<file path="src/rtl/dv12_pkg.sv">
package dv12_pkg;

    localparam int SIX_W = 3;

    typedef struct packed {
        logic top;
        logic mid;
        logic bot;
    } six_state_t;

    localparam six_state_t SIX_ZERO = '0;

    // mod-3 pair on {mid,bot}; top flips when mid falls
    function automatic six_state_t six_step(input six_state_t s);
        six_state_t n;
        unique case ({s.mid, s.bot})
            2'b00:   {n.mid, n.bot} = 2'b01;
            2'b01:   {n.mid, n.bot} = 2'b10;
            default: {n.mid, n.bot} = 2'b00;
        endcase
        n.top = s.top ^ (s.mid & ~n.mid);
        return n;
    endfunction

endpackage

</file>
<file path="src/rtl/dv12_fall_detect.sv">
module dv12_fall_detect (
    input  logic clk_i,
    input  logic clr_i,
    input  logic sig_i,
    output logic fall_o
);
    typedef struct packed {
        logic prev;
    } fd_reg_t;

    fd_reg_t r_d, r_q;

    always_comb begin
        r_d      = r_q;
        r_d.prev = clr_i ? 1'b0 : sig_i;
    end

    always_ff @(posedge clk_i) begin
        r_q <= r_d;
    end

    assign fall_o = r_q.prev & ~sig_i;

endmodule

</file>
<file path="src/rtl/dv12_half_stage.sv">
module dv12_half_stage (
    input  logic clk_i,
    input  logic clr_i,
    input  logic adv_i,
    output logic q_o
);
    typedef struct packed {
        logic q;
    } hs_reg_t;

    hs_reg_t r_d, r_q;

    always_comb begin
        r_d = r_q;
        if (clr_i)
            r_d.q = 1'b0;
        else if (adv_i)
            r_d.q = ~r_q.q;
    end

    always_ff @(posedge clk_i) begin
        r_q <= r_d;
    end

    assign q_o = r_q.q;

    // without an advance request the stage holds
    a_r3_hold_without_edge: assert property (@(posedge clk_i) disable iff (clr_i)
        (!$past(clr_i) && !$past(adv_i)) |-> $stable(q_o));

    // an advance request always flips the stage
    a_r3_flip_on_edge: assert property (@(posedge clk_i) disable iff (clr_i)
        (!$past(clr_i) && $past(adv_i)) |-> (q_o != $past(q_o)));

endmodule

</file>
<file path="src/rtl/dv12_six_stage.sv">
module dv12_six_stage
    import dv12_pkg::*;
(
    input  logic             clk_i,
    input  logic             clr_i,
    input  logic             adv_i,
    output logic [SIX_W-1:0] st_o
);
    typedef struct packed {
        six_state_t st;
    } ss_reg_t;

    ss_reg_t r_d, r_q;

    always_comb begin
        r_d = r_q;
        if (clr_i)
            r_d.st = SIX_ZERO;
        else if (adv_i)
            r_d.st = six_step(r_q.st);
    end

    always_ff @(posedge clk_i) begin
        r_q <= r_d;
    end

    assign st_o = r_q.st;

    // lower pair never reaches 11
    a_r5_no_skipped_code: assert property (@(posedge clk_i) disable iff (clr_i)
        !(st_o[1] && st_o[0]));

    // top bit moves exactly when mid falls
    a_r6_top_follows_mid_fall: assert property (@(posedge clk_i) disable iff (clr_i)
        !$past(clr_i) |-> ((st_o[2] != $past(st_o[2])) == (!st_o[1] && $past(st_o[1]))));

    // the stage moves only on an advance request
    a_r4_hold_without_edge: assert property (@(posedge clk_i) disable iff (clr_i)
        (!$past(clr_i) && !$past(adv_i)) |-> $stable(st_o));

endmodule

</file>
<file path="src/rtl/dv12_counter.sv">
module dv12_counter
    import dv12_pkg::*;
(
    input  logic clk_i,
    input  logic clear_x_i,
    input  logic clear_y_i,
    input  logic tick_lo_i,
    input  logic tick_hi_i,
    output logic q_lo_o,
    output logic q_bot_o,
    output logic q_mid_o,
    output logic q_top_o
);
    logic             clr;
    logic             fall_lo;
    logic             fall_hi;
    logic [SIX_W-1:0] six_st;

    assign clr = clear_x_i & clear_y_i;

    dv12_fall_detect u_fd_lo (
        .clk_i  (clk_i),
        .clr_i  (clr),
        .sig_i  (tick_lo_i),
        .fall_o (fall_lo)
    );

    dv12_fall_detect u_fd_hi (
        .clk_i  (clk_i),
        .clr_i  (clr),
        .sig_i  (tick_hi_i),
        .fall_o (fall_hi)
    );

    dv12_half_stage u_half (
        .clk_i (clk_i),
        .clr_i (clr),
        .adv_i (fall_lo),
        .q_o   (q_lo_o)
    );

    dv12_six_stage u_six (
        .clk_i (clk_i),
        .clr_i (clr),
        .adv_i (fall_hi),
        .st_o  (six_st)
    );

    assign q_bot_o = six_st[0];
    assign q_mid_o = six_st[1];
    assign q_top_o = six_st[2];

    // joint clear empties every output on the next edge
    a_r1_clear_all: assert property (@(posedge clk_i)
        (clear_x_i && clear_y_i) |=> !(q_lo_o || q_bot_o || q_mid_o || q_top_o));

    // steady count inputs leave outputs alone
    a_r9_idle_stable: assert property (@(posedge clk_i) disable iff (clr)
        (!$past(clr) && $stable(tick_lo_i) && $stable(tick_hi_i)
         && $past(tick_lo_i) == $past(tick_lo_i, 2) && $past(tick_hi_i) == $past(tick_hi_i, 2)
         && !$past(clr, 2))
        |=> $stable({q_lo_o, q_top_o, q_mid_o, q_bot_o}));

endmodule

</file>
<file path="config.mk">
export PLATFORM = sky130hd
export DESIGN_NAME = dv12_counter
export DESIGN_NICKNAME = d
export VERILOG_FILES = /design/src/rtl/dv12_pkg.sv /design/src/rtl/dv12_fall_detect.sv /design/src/rtl/dv12_half_stage.sv /design/src/rtl/dv12_six_stage.sv /design/src/rtl/dv12_counter.sv
export SDC_FILE = /design/constraint.sdc
export NUM_CORES = 1
export LEC_CHECK = 0
export ABC_AREA = 1
export CORE_AREA = 2 2 39 41
export CTS_BUF_LIST = sky130_fd_sc_hd__clkbuf_16
export DETAILED_ROUTE_END_ITERATION = 8
export DIE_AREA = 0 0 41 43
export PLACE_DENSITY = 0.49
export RECOVER_POWER = 50
export SETUP_SLACK_MARGIN = 0.15
export SLEW_MARGIN = 40
export SYNTH_ARGS = -nofsm -noshare
export SYNTH_HDL_FRONTEND = slang
export SYNTH_SLANG_ARGS = --single-unit
</file>
<file path="constraint.sdc">
create_clock -name clk_i -period 0.85 [get_ports clk_i]
set_clock_uncertainty 0.1 [all_clocks]
set_input_delay 0.1275 -clock clk_i [delete_from_list [all_inputs] [get_ports clk_i]]
set_output_delay 0.1275 -clock clk_i [all_outputs]
set_load 0.03 [all_outputs]
</file>
# Yosys cells after proc, flatten, opt, wreduce, memory -nomap -nowiden
# Index checks and enable logic that the tools add are counted.
[word_totals]
wordCells = 20
ff_bits = 6
out_inout_bits = 4
[op_classes]
n_eq_ne = 1
bitwise = 9
reduce_logical = 1
n_mux = 3
[op_table]
columns = ["operator", "n"]
rows = [
  ["AND 1 bit", 4],
  ["2-to-1 mux 2 bit", 2],
  ["inverter 1 bit", 4],
  ["one-hot mux 2 bit (2 select lines)", 1],
  ["== test 2 x 1 -> 1 bit, second input constant", 1],
  ["zero test 2 bit", 1],
  ["XOR 1 bit", 1],
]

# Logic depth before layout (Yosys ltp)
# Gate-level depths: netlist (run 1).
[depth]
depth_word = 7
mapped_depth = 5
ltp_nobuf = 5

# Cells and area by module
# Synthesis (run 1) repeated with hierarchy kept, for this count alone.
[hier_totals]
hier_cells = 36
hier_area_um2 = 244.0
[by_module_without_submodules]
columns = ["module", "seq_area_each_um2", "cells_each", "area_per_inst_um2", "n_inst"]
rows = [
  ["dv12_six_stage", 60.1, 18, 122.6, 1],
  ["dv12_fall_detect", 20.0, 5, 37.5, 2],
  ["dv12_half_stage", 20.0, 6, 38.8, 1],
  ["dv12_counter", 0.0, 2, 7.5, 1],
]

# Worst setup path before layout (run 1)
# OpenSTA, ideal clock, no wires.
[synth_timing]
path_type = "reg-to-reg"
start = "register u_six.r_q, in the netlist u_six.st_o[1]"
end = "register u_six.r_q, in the netlist u_six.st_o[2]"
synth_period_minus_slack_ns = 0.978
path_slack_ns = -0.128
path_stages_with_launch = 5
path_buffers = 0
setup_time_ns = 0.064
arrival_ns = 0.814
path_cell_list = "dfxtp_1 -> nand3_2 -> nand2_1 -> inv_1 -> nor2_1"
[synth_between]
elab_chain_cells = 7
word_cells_on_any_way = 8
cone_classes = "eq/ne: 1; mux: 3; bitwise: 3; reduce/logical: 1"
[synth_lines]
columns = ["element", "line_no", "source"]
rows = [
  ["start: declaration", "dv12_six_stage.sv:13", "ss_reg_t r_d, r_q;"],
  ["start signal: assignment", "dv12_six_stage.sv:24", "r_q <= r_d;"],
  ["== test 2 x 1 -> 1 bit or zero test 2 bit (tied branches)", "dv12_pkg.sv:16", "unique case ({s.mid, s.bot})"],
  ["one-hot mux 2 bit (2 select lines)", "dv12_pkg.sv:16", ""],
  ["2-to-1 mux 2 bit", "dv12_six_stage.sv:19", "else if (adv_i)"],
  ["2-to-1 mux 2 bit", "dv12_six_stage.sv:17", "if (clr_i)"],
  ["inverter 1 bit", "dv12_pkg.sv:21", "n.top = s.top ^ (s.mid & ~n.mid);"],
  ["AND 1 bit *", "dv12_pkg.sv:21", ""],
  ["XOR 1 bit *", "dv12_pkg.sv:21", ""],
]
# Mark *: on every way between the ends. The rest lies on a longest branch, timed or not. The select of a mux whose other input is x is not followed.
# A chain may end at the register's enable or synchronous reset.

# Worst setup path after layout (run 1)
[layout_timing]
start = "register u_half.r_q (netlist: u_half.q_o)"
end = "output port q_lo_o"
[layout_lines]
columns = ["element", "line_no", "source"]
rows = [
  ["start: declaration", "dv12_half_stage.sv:11", "hs_reg_t r_d, r_q;"],
  ["start signal: assignment", "dv12_half_stage.sv:22", "r_q <= r_d;"],
  ["end: declaration", "dv12_counter.sv:9", "output logic q_lo_o,"],
]
# No word-level cell between the ends.

==> results of run 1 <==
-- final cells by class --
cell class	instances	area, µm²
Clock buffer	3	75.1
Fill cell	151	877
Sequential cell	6	138
Multi-Input combinational cell	18	123
Tap cell	16	20.0
Inverter	7	26.3
Timing Repair Buffer	12	121
Clock inverter	1	3.75
-- cell families (layout without fill, tap and decap cells) --
logic type / Yosys count / count (layout) / share of synthesized area
compound gates: 3 / 3 / 0.0652
buf+inv: 7 / 23 / 0.114
flops: 6 / 6 / 0.522
simple gates: 15 / 15 / 0.299
-- where the power goes --
group          switching [W]  internal [W]  leakage [nW]  total [W]
sequential         0.0000300      0.000325        0.0527   0.000355
combinational       0.000133      0.000135         0.143   0.000267
clock               0.000171      0.000611        0.0423   0.000782
-- per-layer routing --
metal,routed length (µm),share of wire,track usage,up-vias
met2,269,0.49,0.125,11
li1,-,-,-,128
met1,193,0.35,0.0809,112
met3,63,0.12,0.0785,4
met5,0,0,0,-
met4,19,0.035,0.0600,0
-- tightest hold or removal path, delay by kind of cell --
kind | cells | cell delay, ns
AND/OR/NAND/NOR | 1 | 0.08
buffers and inverters | 2 | 0.25
-- what timing repair did --
action	4_1_cts	5_1_grt
buffers inserted	4	0
setup endpoints to repair	10	8
pin swaps	5	4
resized for setup	18	6
-- worst paths after layout --
path,to,slack (ns),from
setup / recovery,q_lo_o,-0.08,u_half.q_o
hold / removal,u_fd_lo.r_q,0.17,tick_lo_i
setup reg to reg,u_six.st_o[0],-0.01,u_six.st_o[0]
hold reg to reg,u_half.q_o,0.39,u_fd_lo.r_q
-- registers in the layout, indices dropped and copies added (netlist names) --
name         flops
u_half.q_o       1
u_fd_hi.r_q      1
u_six.st_o       3
u_fd_lo.r_q      1
-- metrics by stage --
| stage | total power [W] | instance area [µm²] |
|---|---|---|
| floorplan | 0.000460 | 255 |
| global placement | 0.000530 | 345 |
| detailed placement | 0.000531 | 345 |
| CTS | 0.00141 | 485 |
| global route | 0.00147 | 507 |
| finish | 0.00140 | 507 |
-- layout by cell type (no fill, tap or decap), types with 2 or more instances in the layout --
cell type / instances
dfxtp_2: 2
nor2_1: 4
a21oi_2: 3
inv_2: 4
dlygate4sd2_1: 4
nand2_2: 2
clkbuf_16: 3
dfxtp_4: 4
nand3_2: 3
buf_6: 7
nand2_1: 4
inv_1: 4
==> results.yml, run 1 <==
final_layout:
  diodes: 0
  final_cells: 63
  areaGrowthSynthToFinish_pct: 120
  post-route-util: 0.366
  layout-drive-gt1-share: 0.638
  nets: 53
grt:
  grtUsageTotal: 0.0895
  grt_pass1_vias: 240
  grt_antenna_before_repair: 0
  grt_overflow: 0
  grt_pass1_wl_um: 952
  grt_max_degree: 6
worst_setup_path:
  critPathSlowestCell: "dfxtp_4"
  path_depth: 1
  arrival_ns: 0.70
  critPathLaunchType: "register"
  path_buf_inv: 1
  critical_path.max_fanout: 2
  r2r_cells: 4
  crit_path_end_kind: "output port"
  crit_required_ns: 0.62
  crit_family: "flip-flops"
  cp_cell_sequence: "buf_6"
  slowest_delay_ns: 0.34
  crit_type: "register to output port"
detailed_routing:
  drt_iter0_markers: 1
  drcViolationCount: 0
  vias: 255
  post_drt_via_cell_ratio: 4.05
  postRouteAntennaNets: 0
  wl_per_cell_um: 8.65
  dr.pass1.iters: 2
  wl_um: 545
synthesis:
  postSynthAreaPerCell_um2: 7.43
  synth_top_area_frac: 0.522
  synthFlopType: "dfxtp_1"
  ys_seq_area_frac: 0.522
  synth_edf_count: 0
  synth.distinct_cells: 9
  synthTopCellsByCount: "dfxtp_1, inv_1, nand2_1"
  async_flop_share: 0
  synth_nets: 36
  ys_warn_count: 0
  ys_ff_latch: 6
  synth.top_cells.by_area: "dfxtp_1, inv_1, nand2_1, a21oi_1, nand3_1"
  yosysTopAreaCell: "dfxtp_1"
  netlist_area_um2: 230
  synthCells: 31
power:
  p_leak_nw: 0.238
  power_density_mw_per_mm2: 2770
  peakVddDrop_mv: 1.88
clock_network:
  cts_tree: "yes"
  cts.sinks: 6
  cts-root-buf: "clkbuf_16"
  hold_buffers: 0
  clkTransAtPathRegs_ns: 0.03
  h-tree-depth: 1
  insertion_delay_ns: 0.23
  numCtsBuffers: 3
  cts_buffer_depth: 2
placed_design:
  dp_slack_ns: -0.235
  placed_cells: 55
  gp_congestion: 0.610
  hpwl_um: 361
  port-buffer-count: 8
die:
  core_mm2: 0.00138
  die_x_um: 41
  start_util: 0.166
  die-area_mm2: 0.00176
  num_rows: 14
  num_io_pins: 9
  dieHeight_um: 43
timing:
  fin_setup_tns_ns: -0.302
  holdWs_ns: 0.175
  period_minus_slack_ns: 0.925
  slew_violations: 0
  final-hold-violation-count: 0
  tightest_slew_ns: 0.199
  grt_setup_unrepaired: "yes"
  fmax_ghz: 1.08
  setup_slack_ns: -0.0752
  finalCritPeriodShare: 1.09
  slew_headroom: 0.867
  setup-violations-final: 5
worst_hold_path:
  min_delay_path_depth: 3
  hp-class: "input port to register"
run_status:
  status: "complete, but fails checks"
  violations: "negative setup slack"
run:
  cap_viol_max_count: 0
Power figures use the tool's default switching activity.
==> run 2, diff against run 1 <==
HOLD_SLACK_MARGIN = 0.1   (was not set)
PLACE_DENSITY = 0.5   (was 0.49)
SETUP_SLACK_MARGIN = not set   (was 0.15)
clock period = 0.8 ns   (was 0.85 ns; I/O delays follow)
==> run 2 against run 1 <==
Against the previous run:
- first-iteration DRC count increased to 6.0 times the previous value
- cell count unchanged
- non-clock buffer count unchanged
- core utilization decreased by 1.9 points
- power increased by 2.7%
- largest power group unchanged
- the run still ends with negative setup slack left
- setup slack got worse by 0.049 ns
- die area unchanged
- critical endpoint is now q_bot_o
- sequential cell count unchanged
- register-to-register slack got worse by 0.07 ns
- sequential share of layout area increased by 0.70 points
- sequential power increased by 6.5%
==> results.yml, run 2 (synthesis gave the netlist of run 1 again) <==
worst_setup_path:
  crit_family: "flip-flops"
  slowest_delay_ns: 0.34
  crit-reg2reg-launch: "u_six.st_o[1]"
  startpoint: "u_six.st_o[0]"
  endpoint: "q_bot_o"
  critPathLaunchType: "register"
  path_buf_inv: 1
  cp_cell_sequence: "buf_6"
  r2r_slack_ns: -0.08
  arrival_ns: 0.70
  path_depth: 1
  critPathSlowestCell: "dfxtp_4"
  r2r-end: "u_six.st_o[2]"
  r2r_cells: 5
  crit_type: "register to output port"
  crit_path_end_kind: "output port"
  crit_required_ns: 0.58
  critical_path.max_fanout: 3
placed_design:
  gp_congestion: 0.614
  port-buffer-count: 8
  dpl-instance-area_um2: 340
timing:
  grt_setup_unrepaired: "yes"
  holdWs_ns: 0.118
  slew_violations: 0
  slew_headroom: 0.897
  final-hold-violation-count: 0
  setup_slack_ns: -0.125
  fmax_ghz: 1.08
  finalCritPeriodShare: 1.16
  tightest_slew_ns: 0.155
  period_minus_slack_ns: 0.925
  setup-violations-final: 6
grt:
  grtUsageTotal: 0.0815
  grt_max_degree: 6
  grt_overflow: 0
  grt_pass1_vias: 218
  grt_antenna_before_repair: 0
  grt_pass1_wl_um: 848
final_layout:
  diodes: 0
  final_common_cell: "inv_1"
  final_cell_mix: "inv_1, nand2_1, buf_6"
  largest_register_ffs: 3
  final_cell_area_um2: 480
  nets: 53
  areaGrowthSynthToFinish_pct: 109
  layout-drive-gt1-share: 0.489
clock_network:
  cts_tree: "yes"
  cts.sinks: 6
  h-tree-depth: 1
  cts-root-buf: "clkbuf_16"
  numCtsBuffers: 3
  clkTransAtPathRegs_ns: 0.04
  insertion_delay_ns: 0.23
  cts_buffer_depth: 2
detailed_routing:
  wl_per_cell_um: 8.63
  wl_um: 544
  drcViolationCount: 0
  postRouteAntennaNets: 0
  dr.pass1.iters: 4
  wl_met3_um: 53
  dr_wl_met2_um: 264
  drt_iter0_markers: 6
  top_layer_used: "met3"
  post_drt_via_cell_ratio: 3.90
  wl_met1_um: 226
  vias: 246
die:
  core_mm2: 0.00138
  num_rows: 14
  die_x_um: 41
  die-area_mm2: 0.00176
  dieHeight_um: 43
  start_util: 0.166
  num_io_pins: 9
worst_hold_path:
  hp-class: "input port to register"
  worstHoldStart: "clear_x_i"
run:
  cap_viol_max_count: 0
run_status:
  status: "complete, but fails checks"
  violations: "negative setup slack"
power:
  p_leak_nw: 0.249
  peakVddDrop_mv: 1.36
  power_density_mw_per_mm2: 3000
==> run 2: cell types whose count changed in the layout (fill, tap and decap cells not counted), moves of 2 or more <==
cell / previous run / this run
buf_4: 1 / 3
buf_6: 7 / 5
dlygate4sd2_1: 4 / 1
dlymetal6s2s_1: 0 / 2
inv_1: 4 / 6
inv_2: 4 / 2
nand3_1: 0 / 2
==> run 2: stage by stage <==
step | total power [W] | utilization | instances | worst slack, ns | setup TNS [ns]
final | 0.00144 | 0.347 | 63 | -0.125 | -0.611
after global placement | 0.000561 | 0.246 | 56 | -0.260 | -1.48
after CTS | 0.00146 | 0.337 | 63 | -0.130 | -0.634
after detailed placement | 0.000562 | 0.246 | 56 | -0.282 | -1.56
after floorplan | 0.000484 | - | 31 | -0.0146 | -0.0146
after global routing | 0.00151 | 0.347 | 63 | -0.142 | -0.803
==> run 2: timing repair <==
action	4_1_cts	5_1_grt
pin swaps	0	4
hold buffers	0	0
gates resized for setup	9	6
setup buffers	3	0
endpoints found under the setup margin	9	10
==> run 2: worst min path at each step <==
stage | to | slack, ns | cells after the start
after floorplan | u_fd_hi.r_q | 0.17 | 2
after global placement | u_six.st_o[0] | 0.36 | 2
after detailed placement | u_six.st_o[0] | 0.36 | 2
after CTS | u_six.st_o[1] | 0.26 | 4
after global routing | u_half.q_o | 0.16 | 4
final | u_fd_hi.r_q | 0.12 | 4
==> run 2: layer usage <==
layer / vias up / track usage
met1: 109 / 0.0874
met2: 10 / 0.0938
met4: 0 / 0.0600
li1: 127 / -
met5: - / 0
met3: 0 / 0.0785
==> run 2: worst reg2reg max path, stage by stage (launching register included) <==
cell	delay (ns)
dfxtp_4	0.34
buf_4	0.13
nand3_2	0.07
nand2_1	0.05
inv_1	0.04
nor2_1	0.03
==> run 2: report_power, final <==
group	leakage, nW	switching [W]	total, W	internal, W
logic	0.155	0.000124	0.000248	0.000124
clock network	0.0423	0.000168	0.000816	0.000648
registers	0.0523	0.0000324	0.000378	0.000346
==> run 2: layout make-up <==
| cell class | count | area (µm²) |
|---|---|---|
| Clock buffer | 3 | 75.1 |
| Sequential cell | 6 | 134 |
| Multi-Input combinational cell | 18 | 98.8 |
| Tap cell | 16 | 20.0 |
| Fill cell | 148 | 903 |
| Clock inverter | 1 | 3.75 |
| Inverter | 7 | 26.3 |
| Timing Repair Buffer | 12 | 123 |
==> run 3, diff against run 2 <==
CTS_CLUSTER_SIZE = 14   (was not set)
==> results of run 3 <==
No change in the layout: final DEF, timing and power equal those of run 2.
